--- config.mk ---
export PLATFORM = sky130hd
export DESIGN_NAME = asram_ctrl
export DESIGN_NICKNAME = d
export VERILOG_FILES = /design/src/rtl/asram_pkg.sv /design/src/rtl/asram_ctl.sv /design/src/rtl/asram_dp.sv /design/src/rtl/asram_ctrl.sv
export SDC_FILE = /design/constraint.sdc
export NUM_CORES = 1
export LEC_CHECK = 0
export ABC_AREA = 1
export BUFFER_PORTS_ARGS = -buffer_cell sky130_fd_sc_hd__clkbuf_2
export CAP_MARGIN = 20
export CORE_MARGIN = 5
export CORE_UTILIZATION = 56
export DETAILED_ROUTE_END_ITERATION = 16
export PLACE_DENSITY = 0.84
export RECOVER_POWER = 50
export REMOVE_ABC_BUFFERS = 1
export SKIP_LAST_GASP = 1
export SLEW_MARGIN = 5
export SYNTH_ARGS = -nofsm -noshare
export SYNTH_HDL_FRONTEND = slang
export SYNTH_SLANG_ARGS = --single-unit
--- constraint.sdc ---
create_clock -name clk -period 2.05 [get_ports clk]
set_input_delay 0.1025 -clock clk [delete_from_list [all_inputs] [get_ports clk]]
set_output_delay 0.1025 -clock clk [all_outputs]
set_load 0.02 [all_outputs]
--- src/rtl/asram_pkg.sv ---
`timescale 1ns/1ps
package asram_pkg;

  localparam int LANE_W = 8;

  typedef enum logic [2:0] {
    ST_IDLE,
    ST_START,
    ST_RD,
    ST_WR,
    ST_REC
  } ctlState_t;

  // strobes from control to datapath, all single-cycle
  typedef struct packed {
    logic load;     // latch request fields
    logic rdBegin;  // raise read pins
    logic wrBegin;  // raise write pins and drive bus
    logic weEnd;    // release write strobe
    logic capture;  // sample memory data into response
    logic finish;   // return pins to idle, pulse done
  } dpStrobe_t;

  function automatic int ceilDiv(input int num, input int den);
    return (num + den - 1) / den;
  endfunction

  function automatic int maxOf(input int a, input int b);
    return (a > b) ? a : b;
  endfunction

endpackage

--- src/rtl/asram_ctl.sv ---
`timescale 1ns/1ps
module asram_ctl
  import asram_pkg::*;
#(
  parameter int RD_CYC  = 6,
  parameter int WEP_CYC = 4,
  parameter int REC_CYC = 1,
  parameter int TA_CYC  = 2
) (
  input  logic      clk,
  input  logic      rstN,
  input  logic      reqValid,
  input  logic      reqWrite,
  output logic      reqReady,
  output dpStrobe_t stb
);

  localparam int CNT_MAX = maxOf(maxOf(RD_CYC, WEP_CYC), REC_CYC);
  localparam int CNT_W   = $clog2(CNT_MAX + 1);
  localparam int GAP_W   = $clog2(TA_CYC + 1);
  localparam logic [CNT_W-1:0] RD_LOAD  = CNT_W'(RD_CYC - 1);
  localparam logic [CNT_W-1:0] WEP_LOAD = CNT_W'(WEP_CYC - 1);
  localparam logic [CNT_W-1:0] REC_LOAD = CNT_W'(REC_CYC - 1);
  localparam logic [GAP_W-1:0] GAP_LIM  = GAP_W'(TA_CYC - 1);
  localparam logic [GAP_W-1:0] GAP_SAT  = GAP_W'(TA_CYC);

  ctlState_t         state, stateNext;
  logic [CNT_W-1:0]  cnt, cntNext;
  logic [GAP_W-1:0]  gapCnt;
  logic              opWrite;
  logic              lastRead;
  logic              gapOk;

  assign reqReady = (state == ST_IDLE);
  // a write may start only once the read's output enable has been high long enough
  assign gapOk = !lastRead || (gapCnt >= GAP_LIM);

  always_comb begin
    stb       = '0;
    stateNext = state;
    cntNext   = cnt;
    unique case (state)
      ST_IDLE: begin
        if (reqValid) begin
          stb.load  = 1'b1;
          stateNext = ST_START;
        end
      end
      ST_START: begin
        if (!opWrite) begin
          stb.rdBegin = 1'b1;
          stateNext   = ST_RD;
          cntNext     = RD_LOAD;
        end else if (gapOk) begin
          stb.wrBegin = 1'b1;
          stateNext   = ST_WR;
          cntNext     = WEP_LOAD;
        end
      end
      ST_RD: begin
        if (cnt == '0) begin
          stb.capture = 1'b1;
          stb.finish  = 1'b1;
          stateNext   = ST_IDLE;
        end else begin
          cntNext = cnt - 1'b1;
        end
      end
      ST_WR: begin
        if (cnt == '0) begin
          stb.weEnd = 1'b1;
          stateNext = ST_REC;
          cntNext   = REC_LOAD;
        end else begin
          cntNext = cnt - 1'b1;
        end
      end
      ST_REC: begin
        if (cnt == '0) begin
          stb.finish = 1'b1;
          stateNext  = ST_IDLE;
        end else begin
          cntNext = cnt - 1'b1;
        end
      end
      default: stateNext = ST_IDLE;
    endcase
  end

  always_ff @(posedge clk or negedge rstN) begin
    if (!rstN) begin
      state <= ST_IDLE;
      cnt   <= '0;
    end else begin
      state <= stateNext;
      cnt   <= cntNext;
    end
  end

  always_ff @(posedge clk or negedge rstN) begin
    if (!rstN) begin
      opWrite <= 1'b0;
    end else if (stb.load) begin
      opWrite <= reqWrite;
    end
  end

  // turnaround tracking: cycles since a read released the bus
  always_ff @(posedge clk or negedge rstN) begin
    if (!rstN) begin
      lastRead <= 1'b0;
      gapCnt   <= GAP_SAT;
    end else begin
      if (stb.capture) begin
        lastRead <= 1'b1;
      end else if (stb.wrBegin) begin
        lastRead <= 1'b0;
      end
      if (stb.capture) begin
        gapCnt <= '0;
      end else if (gapCnt != GAP_SAT) begin
        gapCnt <= gapCnt + 1'b1;
      end
    end
  end

endmodule

--- src/rtl/asram_dp.sv ---
`timescale 1ns/1ps
module asram_dp
  import asram_pkg::*;
#(
  parameter int ADDR_W = 19,
  parameter int DATA_W = 16
) (
  input  logic                     clk,
  input  logic                     rstN,
  input  dpStrobe_t                stb,
  input  logic [ADDR_W-1:0]        reqAddr,
  input  logic [DATA_W-1:0]        reqWdata,
  input  logic [DATA_W/LANE_W-1:0] reqMask,
  input  logic                     reqWrite,
  input  logic [DATA_W-1:0]        memDqIn,
  output logic                     rspDone,
  output logic [DATA_W-1:0]        rspData,
  output logic [ADDR_W-1:0]        memAddr,
  output logic                     memCsN,
  output logic                     memCs,
  output logic                     memOeN,
  output logic                     memWeN,
  output logic [DATA_W/LANE_W-1:0] memLaneN,
  output logic [DATA_W-1:0]        memDqOut,
  output logic                     memDqOe
);

  localparam int LANES = DATA_W / LANE_W;

  logic [ADDR_W-1:0] addrQ;
  logic [DATA_W-1:0] dataQ;
  logic [LANES-1:0]  maskQ;
  logic              begins;

  assign begins = stb.rdBegin | stb.wrBegin;

  // request holding registers; a read stores no mask so its lanes all open
  always_ff @(posedge clk or negedge rstN) begin
    if (!rstN) begin
      addrQ <= '0;
      dataQ <= '0;
      maskQ <= '0;
    end else if (stb.load) begin
      addrQ <= reqAddr;
      dataQ <= reqWdata;
      maskQ <= reqWrite ? reqMask : '1;
    end
  end

  always_ff @(posedge clk or negedge rstN) begin
    if (!rstN) begin
      memAddr <= '0;
    end else if (begins) begin
      memAddr <= addrQ;
    end
  end

  // chip selects, one flop per polarity
  always_ff @(posedge clk or negedge rstN) begin
    if (!rstN) begin
      memCsN <= 1'b1;
      memCs  <= 1'b0;
    end else if (begins) begin
      memCsN <= 1'b0;
      memCs  <= 1'b1;
    end else if (stb.finish) begin
      memCsN <= 1'b1;
      memCs  <= 1'b0;
    end
  end

  always_ff @(posedge clk or negedge rstN) begin
    if (!rstN) begin
      memOeN <= 1'b1;
    end else if (stb.rdBegin) begin
      memOeN <= 1'b0;
    end else if (stb.finish) begin
      memOeN <= 1'b1;
    end
  end

  always_ff @(posedge clk or negedge rstN) begin
    if (!rstN) begin
      memWeN <= 1'b1;
    end else if (stb.wrBegin) begin
      memWeN <= 1'b0;
    end else if (stb.weEnd | stb.finish) begin
      memWeN <= 1'b1;
    end
  end

  always_ff @(posedge clk or negedge rstN) begin
    if (!rstN) begin
      memDqOe <= 1'b0;
    end else if (stb.wrBegin) begin
      memDqOe <= 1'b1;
    end else if (stb.finish) begin
      memDqOe <= 1'b0;
    end
  end

  genvar g;
  generate
    for (g = 0; g < LANES; g++) begin : gLane
      always_ff @(posedge clk or negedge rstN) begin
        if (!rstN) begin
          memLaneN[g] <= 1'b1;
        end else if (begins) begin
          memLaneN[g] <= !maskQ[g];
        end else if (stb.finish) begin
          memLaneN[g] <= 1'b1;
        end
      end

      always_ff @(posedge clk or negedge rstN) begin
        if (!rstN) begin
          memDqOut[g*LANE_W +: LANE_W] <= '0;
        end else if (stb.wrBegin) begin
          memDqOut[g*LANE_W +: LANE_W] <= dataQ[g*LANE_W +: LANE_W];
        end
      end
    end
  endgenerate

  always_ff @(posedge clk or negedge rstN) begin
    if (!rstN) begin
      rspDone <= 1'b0;
      rspData <= '0;
    end else begin
      rspDone <= stb.finish;
      if (stb.capture) begin
        rspData <= memDqIn;
      end
    end
  end

endmodule

--- src/rtl/asram_ctrl.sv ---
`timescale 1ns/1ps
module asram_ctrl
  import asram_pkg::*;
#(
  parameter int CLK_PERIOD_NS = 10,
  parameter int T_READ_NS     = 55,
  parameter int T_WEPULSE_NS  = 35,
  parameter int T_DSETUP_NS   = 25,
  parameter int T_WCYCLE_NS   = 45,
  parameter int TURN_CYC      = 2,
  parameter int ADDR_W        = 19,
  parameter int DATA_W        = 16
) (
  input  logic                     clk,
  input  logic                     rstN,
  input  logic                     reqValid,
  output logic                     reqReady,
  input  logic                     reqWrite,
  input  logic [ADDR_W-1:0]        reqAddr,
  input  logic [DATA_W-1:0]        reqWdata,
  input  logic [DATA_W/LANE_W-1:0] reqMask,
  output logic                     rspDone,
  output logic [DATA_W-1:0]        rspData,
  output logic [ADDR_W-1:0]        memAddr,
  output logic                     memCsN,
  output logic                     memCs,
  output logic                     memOeN,
  output logic                     memWeN,
  output logic [DATA_W/LANE_W-1:0] memLaneN,
  output logic [DATA_W-1:0]        memDqOut,
  output logic                     memDqOe,
  input  logic [DATA_W-1:0]        memDqIn
);

  localparam int RD_CYC  = ceilDiv(T_READ_NS, CLK_PERIOD_NS);
  localparam int WEP_CYC = maxOf(ceilDiv(T_WEPULSE_NS, CLK_PERIOD_NS),
                                 ceilDiv(T_DSETUP_NS, CLK_PERIOD_NS));
  localparam int WC_CYC  = ceilDiv(T_WCYCLE_NS, CLK_PERIOD_NS);
  localparam int REC_CYC = maxOf(1, WC_CYC - WEP_CYC);
  localparam int TA_CYC  = maxOf(1, TURN_CYC);

  dpStrobe_t stb;

  asram_ctl #(
    .RD_CYC (RD_CYC),
    .WEP_CYC(WEP_CYC),
    .REC_CYC(REC_CYC),
    .TA_CYC (TA_CYC)
  ) ctl_i (
    .clk     (clk),
    .rstN    (rstN),
    .reqValid(reqValid),
    .reqWrite(reqWrite),
    .reqReady(reqReady),
    .stb     (stb)
  );

  asram_dp #(
    .ADDR_W(ADDR_W),
    .DATA_W(DATA_W)
  ) dp_i (
    .clk     (clk),
    .rstN    (rstN),
    .stb     (stb),
    .reqAddr (reqAddr),
    .reqWdata(reqWdata),
    .reqMask (reqMask),
    .reqWrite(reqWrite),
    .memDqIn (memDqIn),
    .rspDone (rspDone),
    .rspData (rspData),
    .memAddr (memAddr),
    .memCsN  (memCsN),
    .memCs   (memCs),
    .memOeN  (memOeN),
    .memWeN  (memWeN),
    .memLaneN(memLaneN),
    .memDqOut(memDqOut),
    .memDqOe (memDqOe)
  );

endmodule

; ---- After elaboration in Yosys (flattened, before gate mapping)
; Cells that the tools add are included.
[word_totals]
output_inout_bits = 60
register_bits = 106
word_cells = 87
[op_classes]
n_addsub = 2
eq_ne = 10
order_cmp = 1
n_reduce_logical = 16
bitwise = 2
muxes = 36
[ops]
columns = op, count
row1 = 3-bit 2-to-1 mux, 8
row2 = 1-bit 2-to-1 mux, 20
row3 = 3-bit one-hot mux with 4 select lines, 1
row4 = 2-bit nonzero test, 6
row5 = 2-bit 2-to-1 mux, 5
row6 = 3-bit one-hot mux with 3 select lines, 1
row7 = 3-bit by 2-bit equality test with 1-bit output (second input constant), 2
row8 = 3-bit zero test, 2
row9 = 2-bit inequality test (second input constant), 3
row10 = 2-bit by 1-bit inequality test with 1-bit output (second input constant), 2
row11 = 4-bit AND reduction, 1
row12 = 3-bit by 1-bit equality test with 1-bit output (second input constant), 1
row13 = 3-bit equality test (second input constant), 1
row14 = 1-bit zero test, 3
row15 = 3-bit inequality test (second input constant), 1
row16 = 3-bit AND reduction, 1
row17 = 3-bit nonzero test, 1
row18 = 3-bit by 1-bit subtractor with 3-bit output (second input constant), 1
row19 = 2-bit by 1-bit adder with 2-bit output (second input constant), 1
row20 = 2-bit by 1-bit >= comparator with 1-bit output (second input constant), 1
row21 = 1-bit OR, 2
row22 = 1-bit one-hot mux with 2 select lines, 1
row23 = 2-bit OR reduction, 1
row24 = 1-bit logical OR, 1

; ---- Longest topological paths before layout
[depth]
depth_word = 7
mapped_depth = 11
mapped_depth_nobuf = 11

; ---- Cells and area by module
; A second synthesis with hierarchy kept.
[unflattened]
cells_unflattened = 472
area_unflattened_um2 = 4398.0
[by_module_without_submodules]
columns = module, instances, area_each_um2, cells_per_inst, seq_area_each_um2
row1 = asram_dp, 1, 3633.5, 365, 2408.6
row2 = asram_ctl, 1, 764.5, 107, 251.5

; ---- Least setup slack after synthesis
; Ideal clock, no wire load.
[synth_timing]
kind = register to register
from = register ctl_i.gapCnt[1]
to = register dp_i.memAddr[10]
n_path_buf = 2
arrival_ns = 1.277
slack_ns = 0.657
path_stages_with_launch = 9
synth_period_minus_slack_ns = 1.393
setup_ns = 0.116
cell_sequence = dfstp_2 > inv_1 > ha_1 > nand2_1 > o21ai_2 > buf_6 > buf_12 > nand2_1 > nand2_1
[synth_via]
elab_chain_len = 6
[synth_lines]
columns = item, line
row1 = "start, declared", asram_ctl.sv:29  ; logic [GAP_W-1:0] gapCnt;
row2 = "start signal, assigned", asram_ctl.sv:122  ; gapCnt <= gapCnt + 1'b1;
row3 = 2-bit by 1-bit >= comparator with 1-bit output, asram_ctl.sv:36  ; assign gapOk = !lastRead || (gapCnt >= GAP_LIM);
row4 = 1-bit logical OR, asram_ctl.sv:36
row5 = 1-bit 2-to-1 mux, asram_ctl.sv:54  ; end else if (gapOk) begin
row6 = 1-bit 2-to-1 mux, asram_ctl.sv:50  ; if (!opWrite) begin
row7 = 2-bit 2-to-1 mux, asram_ctl.sv:42  ; unique case (state)
row8 = 1-bit OR, asram_dp.sv:35  ; assign begins = stb.rdBegin | stb.wrBegin;
row9 = "end signal, assigned", asram_dp.sv:54  ; memAddr <= addrQ;
row10 = "end, declared", asram_dp.sv:18  ; output logic [ADDR_W-1:0] memAddr,
; No other way between the ends.
; A chain may end at the register's enable or synchronous reset.

; ---- Worst setup path in the final report
[layout_timing]
from = register ctl_i.state[0]
to = register dp_i.addrQ[17]
[layout_via]
elab_chain_len = 2
[layout_lines]
columns = item, line
row1 = "start, declared", asram_ctl.sv:27  ; ctlState_t state, stateNext;
row2 = "start signal, assigned", asram_ctl.sv:95  ; state <= stateNext;
row3 = 3-bit zero test, asram_ctl.sv:42
row4 = 1-bit 2-to-1 mux, asram_ctl.sv:42
row5 = "end signal, assigned", asram_dp.sv:44  ; addrQ <= reqAddr;
row6 = "end, declared", asram_dp.sv:30  ; logic [ADDR_W-1:0] addrQ;
; No other way between the ends.

==> flow_metrics.env <==
export IMPL_hold_path_class="in2reg"
export IMPL_globalRoute_busiestLayer="met2"
export IMPL_clock_network_latency_to_the_later_pin_of_the_worst_skew_pair_ns=0.36
export IMPL_avgViaCountPerCell=4.83
export IMPL_routed_via_count=3682
export IMPL_area_taken_by_flip_flops_and_latches_sq_mm=0.00266
export IMPL_die_width_um=98.5
export IMPL_most_frequent_cells_in_the_layout="272 x nand2_1, 100 x dfrtp_1, 87 x clkbuf_2"
export IMPL_grt_overflow_total=0
export IMPL_antenna_left=0
export IMPL_synth_compound_area_share_pct=4.03
export IMPL_floorplan_io_pins=117
export IMPL_grt_pass1_vias=3718
export IMPL_grt_first_pass_wirelength_um=17000
export IMPL_fillerInstances=540
export IMPL_main_combinational_cell_family_by_area_after_synthesis="simple AND/OR/NAND/NOR gates"
export IMPL_timing_critical_path_arrival_ns=2.12
export IMPL_clock_sink_count=106
export IMPL_cts_tree="done"
export IMPL_synth_seq_cells=106
export IMPL_grt_antenna_before_repair=0
export IMPL_cp_startpoint_kind="flip-flop"
export IMPL_slew_viol_final=0
export IMPL_timing_critical_path_cells="nor2_4 -> nand2_2 -> nor2_4 -> inv_2 -> nand2_1 -> nand2_1"
export IMPL_tritoncts_num_buffers=9
export IMPL_synth_simple_gate_area_share_pct=27.3
export IMPL_timing_max_cap_violations=0
export IMPL_synthesis_yosys_warnings=0
export IMPL_synth_cell_area_sq_mm=0.00438
export IMPL_worst_slew_pin_slew_ns=0.743
export IMPL_worst_path_max_delay_cell="dfrtp_1"
export IMPL_avgSynthCellArea_sq_um=9.00
export IMPL_cts_post_setup_buffers_inserted=0
export IMPL_syn_inst=487
export IMPL_clock_fmax_ghz=0.534
export IMPL_grt_met3_usage_pct=4.32
export IMPL_clk_transition_reported_paths_ns=0.09
export IMPL_flow_area_growth_from_synthesis_pct=28.8
export IMPL_first_pass_iters=4
export IMPL_core_area_sq_mm=0.00769
export IMPL_final_hold_worst_slack_ns=0.0560
export IMPL_leakage_power_nw=3.09
export IMPL_multi_input_area_sq_mm=0.00144
export IMPL_worstPathMaxFanout=27
export IMPL_finalClockSkew_ns=0.00943
export IMPL_power_per_cell_area_mw_per_mm2=1520
export IMPL_synth_adder_area_share_pct=1.14
export IMPL_ir_drop_uv=892
export IMPL_largest_net_degree_at_the_start_of_global_routing=59
export IMPL_period_needed_ns=1.87
export IMPL_design_final_nets=718
export IMPL_finalSetupViolations=0
export IMPL_mostFrequentLayoutCell="nand2_1"
export IMPL_cp_data_required_time_ns=2.30
export IMPL_clock_root_buffer="clkbuf_8"
export IMPL_clock_tree_buffer_depth=2
export IMPL_overall_die_area_sq_mm=0.00970
export IMPL_detail_route_wl_per_cell_um=13.3
export IMPL_final_cells=763
export IMPL_grt_setup_unrepaired="no"
export IMPL_timing_final_crit_share_pct=91.3
export IMPL_numPortBuffers=116
export IMPL_fp_row_count=32
export IMPL_setup_worst_path_class="reg2reg"
export IMPL_gpl_final_weighted_congestion=0.867
export IMPL_die_h_um=98.5
export IMPL_drive_above_1_share_pct=20.6
export IMPL_run_status="finished, final reports clean"
export IMPL_htree_levels=3
export IMPL_yosysUniqueCellTypes=28
export IMPL_initial_core_util_pct=57.0
export IMPL_grtUsageTotal_pct=21.8
export IMPL_place_detailed_hpwl_um=6740
export IMPL_wp_buf_inv=1
export IMPL_path_delay_family="simple AND/OR/NAND/NOR gates"
export IMPL_final_wirelength_um=10100
export IMPL_synth_xor_xnor_area_share_pct=0.200
export IMPL_diodes=0
export IMPL_gr_usage_met1_pct=27.8
export IMPL_drcViolationCount=0
export IMPL_synth_seq_area_share_pct=60.7
export IMPL_yosys_mux_area_fraction_pct=0
export IMPL_dpl_cell_count=694
export IMPL_setup_worst_path_end_class="flip-flop"
export IMPL_critPathMaxStageDelay_ns=0.54
export IMPL_met2_usage_pct=36.9
export IMPL_hold_viol=0
export IMPL_drt_initial_drc_count=165
export IMPL_slew_limit_headroom_pct=50.4
## cell type report
| type | count | share of cell area [%] |
|---|---|---|
| flip-flops and latches | 106 | 47.1 |
| clock buffers | 9 | 2.19 |
| multi-input cells | 332 | 25.5 |
| clock inverters | 6 | 0.753 |
| repair buffers | 177 | 20.1 |
| inverters | 31 | 2.11 |
| well taps | 102 | 2.26 |
## through the flow
stage          total power, mW  setup TNS [ns]  utilization (%)  setup slack (ns)  instance area (sq um)
2_1_floorplan             6.14               0                -             0.146                   4210
3_3_place_gp              7.27               0             64.9            0.0398                   4990
3_5_place_dp              7.46          -0.181             64.9           -0.0394                   4990
4_1_cts                   8.68               0             74.2             0.172                   5700
5_1_grt                   9.27               0             73.5            0.0202                   5650
6_report                  8.57               0             73.5             0.178                   5650
## routing by layer
| layer | share of wire (%) | wire, um |
|---|---|---|
| met2 | 50 | 5050 |
| met4 | 1.7 | 176 |
| met5 | 0 | 0 |
| met1 | 43 | 4310 |
| met3 | 5.8 | 583 |
## path summary, 6_finish.rpt
kind	to	cells past startpoint	slack [ns]	startpoint
worst max-delay path	dp_i.addrQ[17]	6	0.18	ctl_i.state[0]
worst min-delay path	ctl_i.opWrite	3	0.06	reqWrite
worst max register to register	dp_i.addrQ[17]	6	0.18	ctl_i.state[0]
worst min register to register	dp_i.memLaneN[1]	1	0.42	dp_i.maskQ[1]
max in group asynchronous	dp_i.rspDone	3	0.47	rstN
min in group asynchronous	dp_i.dataQ[12]	2	0.32	rstN
## report_power, final
part           switching (mW)  total [mW]  internal (mW)
Sequential              0.606        3.71           3.10
Combinational            2.54        3.75           1.22
Clock                   0.671        1.11          0.437
## worst min-delay path, stage by stage
cell,delay [ns]
clkbuf_2,0.10
nand2_1,0.09
o21ai_0,0.08
## cells by family (layout without fill, tap and decap cells)
| family | Yosys count | count (layout) |
|---|---|---|
| compound gates | 27 | 27 |
| xor+xnor | 1 | 1 |
| fa+ha+maj | 4 | 4 |
| buf+inv | 49 | 223 |
| flops | 106 | 106 |
| simple gates | 300 | 300 |
## registers in the layout (all words and copies together) (netlist names)
signal	flops
ctl_i.gapCnt	2
ctl_i.lastRead	1
dp_i.maskQ	2
dp_i.memCsN	1
dp_i.rspDone	1
dp_i.memWeN	1
dp_i.memDqOut	16
dp_i.memOeN	1
dp_i.memCs	1
ctl_i.state	3
dp_i.memAddr	19
ctl_i.opWrite	1
dp_i.memDqOe	1
dp_i.addrQ	19
dp_i.rspData	16
ctl_i.cnt	3
dp_i.dataQ	16
dp_i.memLaneN	2
## repair_timing
item	in CTS	in global routing
endpoints found under the setup margin	13	0
hold endpoints to repair	80	0
resized for setup	1	0
hold buffers	54	0
## cells in the mapped netlist
cell	number	area (sq um)
nand4_2	1	12.5
buf_4	4	30.0
o22a_1	2	17.5
nand2_2	2	12.5
nor2_2	1	6.26
o21ai_2	6	52.6
nor2_4	3	33.8
nor2_1	10	37.5
o21ai_1	5	25.0
nand2_4	1	11.3
o21ai_0	8	40.0
nor3_2	1	10.0
nand3_2	1	10.0
inv_2	4	15.0
buf_12	1	20.0
nand4_1	2	12.5
buf_6	9	101
nand2_1	272	1020
inv_4	1	6.26
xor2_1	1	8.76
o21ai_4	1	16.3
buf_2	4	20.0
inv_1	26	97.6
nand3_1	6	30.0
ha_1	4	50.1
dfrtp_1	100	2500
dfstp_2	6	158
a21oi_1	5	25.0
(Power assumes the default switching activity.)
